<file path="src/rtl/tagged_exec_pkg.sv">
package tagged_exec_pkg;
  localparam int unsigned INSTR_W = 16;
  localparam int unsigned PC_W    = 10;
  localparam int unsigned REG_AW  = 5;
  localparam int unsigned CC_W    = 2;
  localparam int unsigned NUM_REGS = 1 << REG_AW;

  typedef enum logic [1:0] {
    OP_ADD  = 2'd0,
    OP_JREL = 2'd1,
    OP_JABS = 2'd2
  } op_kind_e;

  typedef struct packed {
    op_kind_e          kind;
    logic [REG_AW-1:0] rs1;
    logic [REG_AW-1:0] rs2;
    logic [REG_AW-1:0] rd;
    logic [CC_W-1:0]   cc;
    logic [PC_W-1:0]   imm;
  } dec_instr_t;
endpackage

</file>
<file path="src/rtl/tagged_exec_decode.sv">
module tagged_exec_decode
  import tagged_exec_pkg::*;
(
  input  logic [INSTR_W-1:0] instr_i,
  output dec_instr_t         dec_o
);
  always_comb begin
    dec_o.rs1 = instr_i[14:10];
    dec_o.rs2 = instr_i[9:5];
    dec_o.rd  = instr_i[4:0];
    dec_o.cc  = instr_i[11:10];
    dec_o.imm = instr_i[PC_W-1:0];
    // outer tag bit 15, inner tag bit 14 (jumps only)
    priority casez (instr_i[15:14])
      2'b0?:   dec_o.kind = OP_ADD;
      2'b10:   dec_o.kind = OP_JREL;
      default: dec_o.kind = OP_JABS;
    endcase
  end
endmodule

</file>
<file path="src/rtl/tagged_exec_regfile.sv">
module tagged_exec_regfile #(
  parameter int unsigned DATA_W = 16,
  parameter int unsigned DEPTH  = 32,
  localparam int unsigned AW    = $clog2(DEPTH)
) (
  input  logic              clk_i,
  input  logic              rst_ni,
  // execute write (wins)
  input  logic              ex_we_i,
  input  logic [AW-1:0]     ex_waddr_i,
  input  logic [DATA_W-1:0] ex_wdata_i,
  // debug write
  input  logic              dbg_we_i,
  input  logic [AW-1:0]     dbg_addr_i,
  input  logic [DATA_W-1:0] dbg_wdata_i,
  // reads
  input  logic [AW-1:0]     ra_addr_i,
  input  logic [AW-1:0]     rb_addr_i,
  input  logic [AW-1:0]     rc_addr_i,
  output logic [DATA_W-1:0] ra_data_o,
  output logic [DATA_W-1:0] rb_data_o,
  output logic [DATA_W-1:0] rc_data_o,
  output logic [DATA_W-1:0] dbg_rdata_o
);
  logic [DATA_W-1:0] regs_q [DEPTH];

  for (genvar i = 0; i < DEPTH; i++) begin : g_reg
    if (i == 0) begin : g_zero
      assign regs_q[i] = '0;
    end else begin : g_store
      always_ff @(posedge clk_i or negedge rst_ni) begin
        if (!rst_ni) begin
          regs_q[i] <= '0;
        end else if (ex_we_i && ex_waddr_i == AW'(i)) begin
          regs_q[i] <= ex_wdata_i;
        end else if (dbg_we_i && dbg_addr_i == AW'(i)) begin
          regs_q[i] <= dbg_wdata_i;
        end
      end
    end
  end

  assign ra_data_o   = regs_q[ra_addr_i];
  assign rb_data_o   = regs_q[rb_addr_i];
  assign rc_data_o   = regs_q[rc_addr_i];
  assign dbg_rdata_o = regs_q[dbg_addr_i];
endmodule

</file>
<file path="src/rtl/tagged_exec_pc.sv">
module tagged_exec_pc
  import tagged_exec_pkg::*;
(
  input  logic            clk_i,
  input  logic            rst_ni,
  input  logic            valid_i,
  input  op_kind_e        kind_i,
  input  logic [PC_W-1:0] imm_i,
  input  logic            cond_nz_i,
  output logic [PC_W-1:0] pc_o
);
  logic [PC_W-1:0] pc_q, pc_d, pc_inc;

  assign pc_inc = pc_q + PC_W'(1);

  always_comb begin
    unique case (kind_i)
      OP_JREL: pc_d = pc_q + imm_i;
      OP_JABS: pc_d = cond_nz_i ? imm_i : pc_inc;
      default: pc_d = pc_inc;
    endcase
  end

  always_ff @(posedge clk_i or negedge rst_ni) begin
    if (!rst_ni)      pc_q <= '0;
    else if (valid_i) pc_q <= pc_d;
  end

  assign pc_o = pc_q;
endmodule

</file>
<file path="src/rtl/tagged_exec_unit.sv">
module tagged_exec_unit
  import tagged_exec_pkg::*;
#(
  parameter int unsigned DATA_W = 16
) (
  input  logic               clk_i,
  input  logic               rst_ni,
  input  logic [INSTR_W-1:0] instr_i,
  input  logic               instr_valid_i,
  output logic [PC_W-1:0]    pc_o,
  input  logic [REG_AW-1:0]  dbg_addr_i,
  input  logic               dbg_we_i,
  input  logic [DATA_W-1:0]  dbg_wdata_i,
  output logic [DATA_W-1:0]  dbg_rdata_o
);
  dec_instr_t        dec;
  logic [DATA_W-1:0] src_a, src_b, cond_val;
  logic              add_we;

  tagged_exec_decode i_decode (
    .instr_i (instr_i),
    .dec_o   (dec)
  );

  // add to register 0 is dropped
  assign add_we = instr_valid_i && dec.kind == OP_ADD && dec.rd != '0;

  tagged_exec_regfile #(
    .DATA_W (DATA_W),
    .DEPTH  (NUM_REGS)
  ) i_regfile (
    .clk_i       (clk_i),
    .rst_ni      (rst_ni),
    .ex_we_i     (add_we),
    .ex_waddr_i  (dec.rd),
    .ex_wdata_i  (src_a + src_b),
    .dbg_we_i    (dbg_we_i),
    .dbg_addr_i  (dbg_addr_i),
    .dbg_wdata_i (dbg_wdata_i),
    .ra_addr_i   (dec.rs1),
    .rb_addr_i   (dec.rs2),
    .rc_addr_i   (REG_AW'(dec.cc)),
    .ra_data_o   (src_a),
    .rb_data_o   (src_b),
    .rc_data_o   (cond_val),
    .dbg_rdata_o (dbg_rdata_o)
  );

  tagged_exec_pc i_pc (
    .clk_i     (clk_i),
    .rst_ni    (rst_ni),
    .valid_i   (instr_valid_i),
    .kind_i    (dec.kind),
    .imm_i     (dec.imm),
    .cond_nz_i (cond_val != '0),
    .pc_o      (pc_o)
  );
endmodule

</file>
<file path="config.mk">
export PLATFORM = sky130hd
export DESIGN_NAME = tagged_exec_unit
export DESIGN_NICKNAME = d
export VERILOG_FILES = /design/src/rtl/tagged_exec_pkg.sv /design/src/rtl/tagged_exec_decode.sv /design/src/rtl/tagged_exec_regfile.sv /design/src/rtl/tagged_exec_pc.sv /design/src/rtl/tagged_exec_unit.sv
export SDC_FILE = /design/constraint.sdc
export NUM_CORES = 2
export LEC_CHECK = 0
export BUFFER_PORTS_ARGS = -buffer_cell sky130_fd_sc_hd__buf_2
export CAP_MARGIN = 30
export CORE_MARGIN = 2
export CORE_UTILIZATION = 50
export CTS_CLUSTER_DIAMETER = 40
export DETAILED_ROUTE_END_ITERATION = 16
export PLACE_DENSITY = 0.63
export SETUP_SLACK_MARGIN = 0.4
export SLEW_MARGIN = 20
export SYNTH_ARGS = -nofsm -noshare
export SYNTH_HDL_FRONTEND = slang
export SYNTH_SLANG_ARGS = --single-unit
</file>
<file path="constraint.sdc">
create_clock -name clk_i -period 4.85 [get_ports clk_i]
set_input_delay 0.485 -clock clk_i [delete_from_list [all_inputs] [get_ports clk_i]]
set_output_delay 0.485 -clock clk_i [all_outputs]
set_load 0.02 [all_outputs]
</file>
==> metrics.cfg <==
[route]
wl_met1_um=51600
wl_met3_um=20700
wl_met2_um=64400
detail-route-antenna-nets=0
drc=0
wl_per_cell_um=33.8
vias=31300
drt_iter0_markers=4359
viasPerCell=7.13
drtPass1Iterations=6
totalWireLength_um=148000
top_layer=met5

[critical_path]
r2r_slack_ns=0.49
rr_startpoint=i_regfile.regs_q[128]
cp.arrival_ns=4.85
start_kind=flop
crit_fanout=8
end_kind=flop
cp.required_ns=5.34
r2r_end=i_regfile.regs_q[46]
critPathKind=flop to flop
ff2ff_path_depth=17

[global_routing]
first_global_vias=31100
grt_overflow=0
grt.total_usage=0.393
grt_max_degree=114
grt_pass1_wl_um=214000
antenna_found_initial=14

[cells_and_area]
finalNetCount=3404
finish.instance_area_sq_um=43200
final_core_util=0.592
final_layout_size_suffix_gt1_frac=0.323
area_growth_pct=17.2

[synth]
yosysTopAreaCell=dfrtp_1
syn_nets=3398
yosys.area.top_type_share=0.343
ys_ff_latch=506
synthTopCellsByArea=dfrtp_1, mux4_2, mux2i_1
seq_area_frac_synth=0.343
async_flop_share=1.00
synth_edf_count=0
syn_avg_cell_area_sq_um=11.1
yosys_warnings=0
synth_cells=3330
synth_cell_types=55
ys.flop_type=dfrtp_1
netlist_area_sq_um=36900

[power_and_ir_drop]
ir_drop_uv=929
leakagePower_nw=18.0
powerDensity_nw_per_um2=602

[floorplanning]
start_util=0.506
die_h_um=276
die-area_sq_um=76000
ios=67
rows=99
die_w_um=276
coreArea_sq_um=73000

[run]
maxCapViolCount=0

[sta]
max-slew-margin-rel=0.249
setup_viol_count_final=0
fin_crit_sh=0.899
hold_viol=0
slew_violations=0
fin_skew_ns=0.0401
worst_hold_slack_ns=0.243
max_freq_ghz=0.229
timing.final.ws_setup_ns=0.490
rsz0062_at_grt=yes
tns_ns=0
fin_crit_ns=4.36
worst_pin_slew_ns=1.12

[cts]
htreeDepth=3
clk_pin_slew_ns=0.05
cts_buffers=104
clk_root_buffer_cell=clkbuf_16
cts_tree=yes
insertion_delay_ns=0.68
numClockSinks=506
clock_path_buffers=3

[worst_hold_path]
min_path_cells=2
hold_class=primary input to flop
hold_end=i_pc.pc_o[0]
hold_start=instr_valid_i

[placement]
port_buffers=66
dp_slack_ns=-0.0993
place_area_sq_um=39400
place_congestion=0.993
dp_hpwl_um=96300

[run_status]
status=finished, final reports clean

==> flip-flops by register name, indices dropped and copies added, names as in the netlist <==
name              flops
i_regfile.regs_q    496
i_pc.pc_o            10
==> critical path, cell delays in order, from the launching register on <==
cell	delay [ns]
dfrtp_1	0.43
mux4_2	0.48
mux4_2	0.50
mux2_4	0.29
ha_4	0.17
inv_2	0.05
fa_2	0.19
nor2b_1	0.06
o31a_1	0.32
o211ai_1	0.28
a21oi_2	0.11
o31a_1	0.28
a211oi_2	0.25
buf_4	0.18
xor2_4	0.16
buf_12	0.16
buf_12	0.14
a21oi_1	0.08
==> what timing repair did <==
item	CTS	global route
buffers inserted	0	2
endpoints found under the hold margin	88	0
resized for setup	0	20
hold buffers	1	0
setup endpoints to repair	0	46
==> how the worst max path moves through the flow <==
stage	from	endpoint	depth (start not counted)
floorplan	instr_i[11]	i_regfile.regs_q[254]	20
global placement	instr_i[5]	i_regfile.regs_q[61]	16
detailed placement	instr_i[5]	i_regfile.regs_q[253]	16
CTS	i_regfile.regs_q[128]	i_regfile.regs_q[126]	16
global route	i_regfile.regs_q[0]	i_regfile.regs_q[46]	17
finish	i_regfile.regs_q[128]	i_regfile.regs_q[46]	17
==> report_power, final <==
| part | switching [mW] | total [mW] | internal (mW) |
|---|---|---|---|
| combinational | 5.65 | 10.9 | 5.29 |
| sequential | 1.72 | 7.52 | 5.80 |
| clock | 2.58 | 7.55 | 4.96 |
| total | 9.96 | 26.0 | 16.1 |
==> cells by family after synthesis <==
kind of cell / synth area share
buf+inv: 0.0417
compound gates: 0.108
flops: 0.343
xor+xnor: 0.00614
simple gates: 0.0872
fa+ha+maj: 0.00957
mux: 0.404
==> layout by cell type, fill, tap and decap left out, types with 6 or more instances in the layout <==
master,instances
nand2b_1,9
buf_2,57
mux4_2,428
nor4_1,6
a21oi_1,269
buf_4,165
clkinv_2,14
clkbuf_16,112
inv_1,14
nor2_4,18
nor2b_1,87
nand3_1,25
nor2_1,245
o21ai_0,249
bufinv_16,12
mux2_2,155
mux2i_1,350
clkbuf_8,15
ha_1,24
xnor2_2,8
dfrtp_1,504
o21ai_1,25
clkbuf_1,9
xor2_1,7
xnor2_1,7
clkinv_4,15
a211oi_1,79
a22o_1,48
buf_6,6
nand2_1,296
clkinvlp_4,12
nor3_1,11
buf_12,29
inv_6,7
buf_16,7
==> synthesized netlist by cell type, types with 10 or more instances <==
master    number
o21ai_0      256
nor2b_1       91
nor3_1        16
mux4_2       428
clkbuf_1     268
buf_1         60
xnor2_1       14
nand3_1       29
dfrtp_1      506
a22o_1        48
buf_2         41
a211oi_1      80
o21ai_1       18
nand2_1      297
xor2_1        10
nor2_1       266
mux2i_1      350
inv_1         15
mux2_2       156
ha_1          25
a21oi_1      272
==> layer usage <==
metal,vias to the layer above,GRT usage
li1,12600,-
met1,15600,0.494
met2,2312,0.576
met3,702,0.144
met4,20,0.250
met5,-,0.00689
==> area by class of cell <==
cell class,count,area [sq um]
well taps,959,1200
clock buffers,132,2970
flip-flops and latches,506,12700
clock inverters,61,729
fillers,5809,29700
diodes,5,12.5
repair buffers,274,2530
multi-input cells,2434,23100
inverters,16,60.1
==> per-stage QoR <==
stage          power [mW]  std cells
3_5_place_dp         17.8       4183
2_1_floorplan        14.1       3330
6_report             26.0       4387
5_1_grt              27.1       4384
3_3_place_gp         17.3       4171
4_1_cts              25.3       4377
Note: power is estimated with default switching activity, not from simulation.
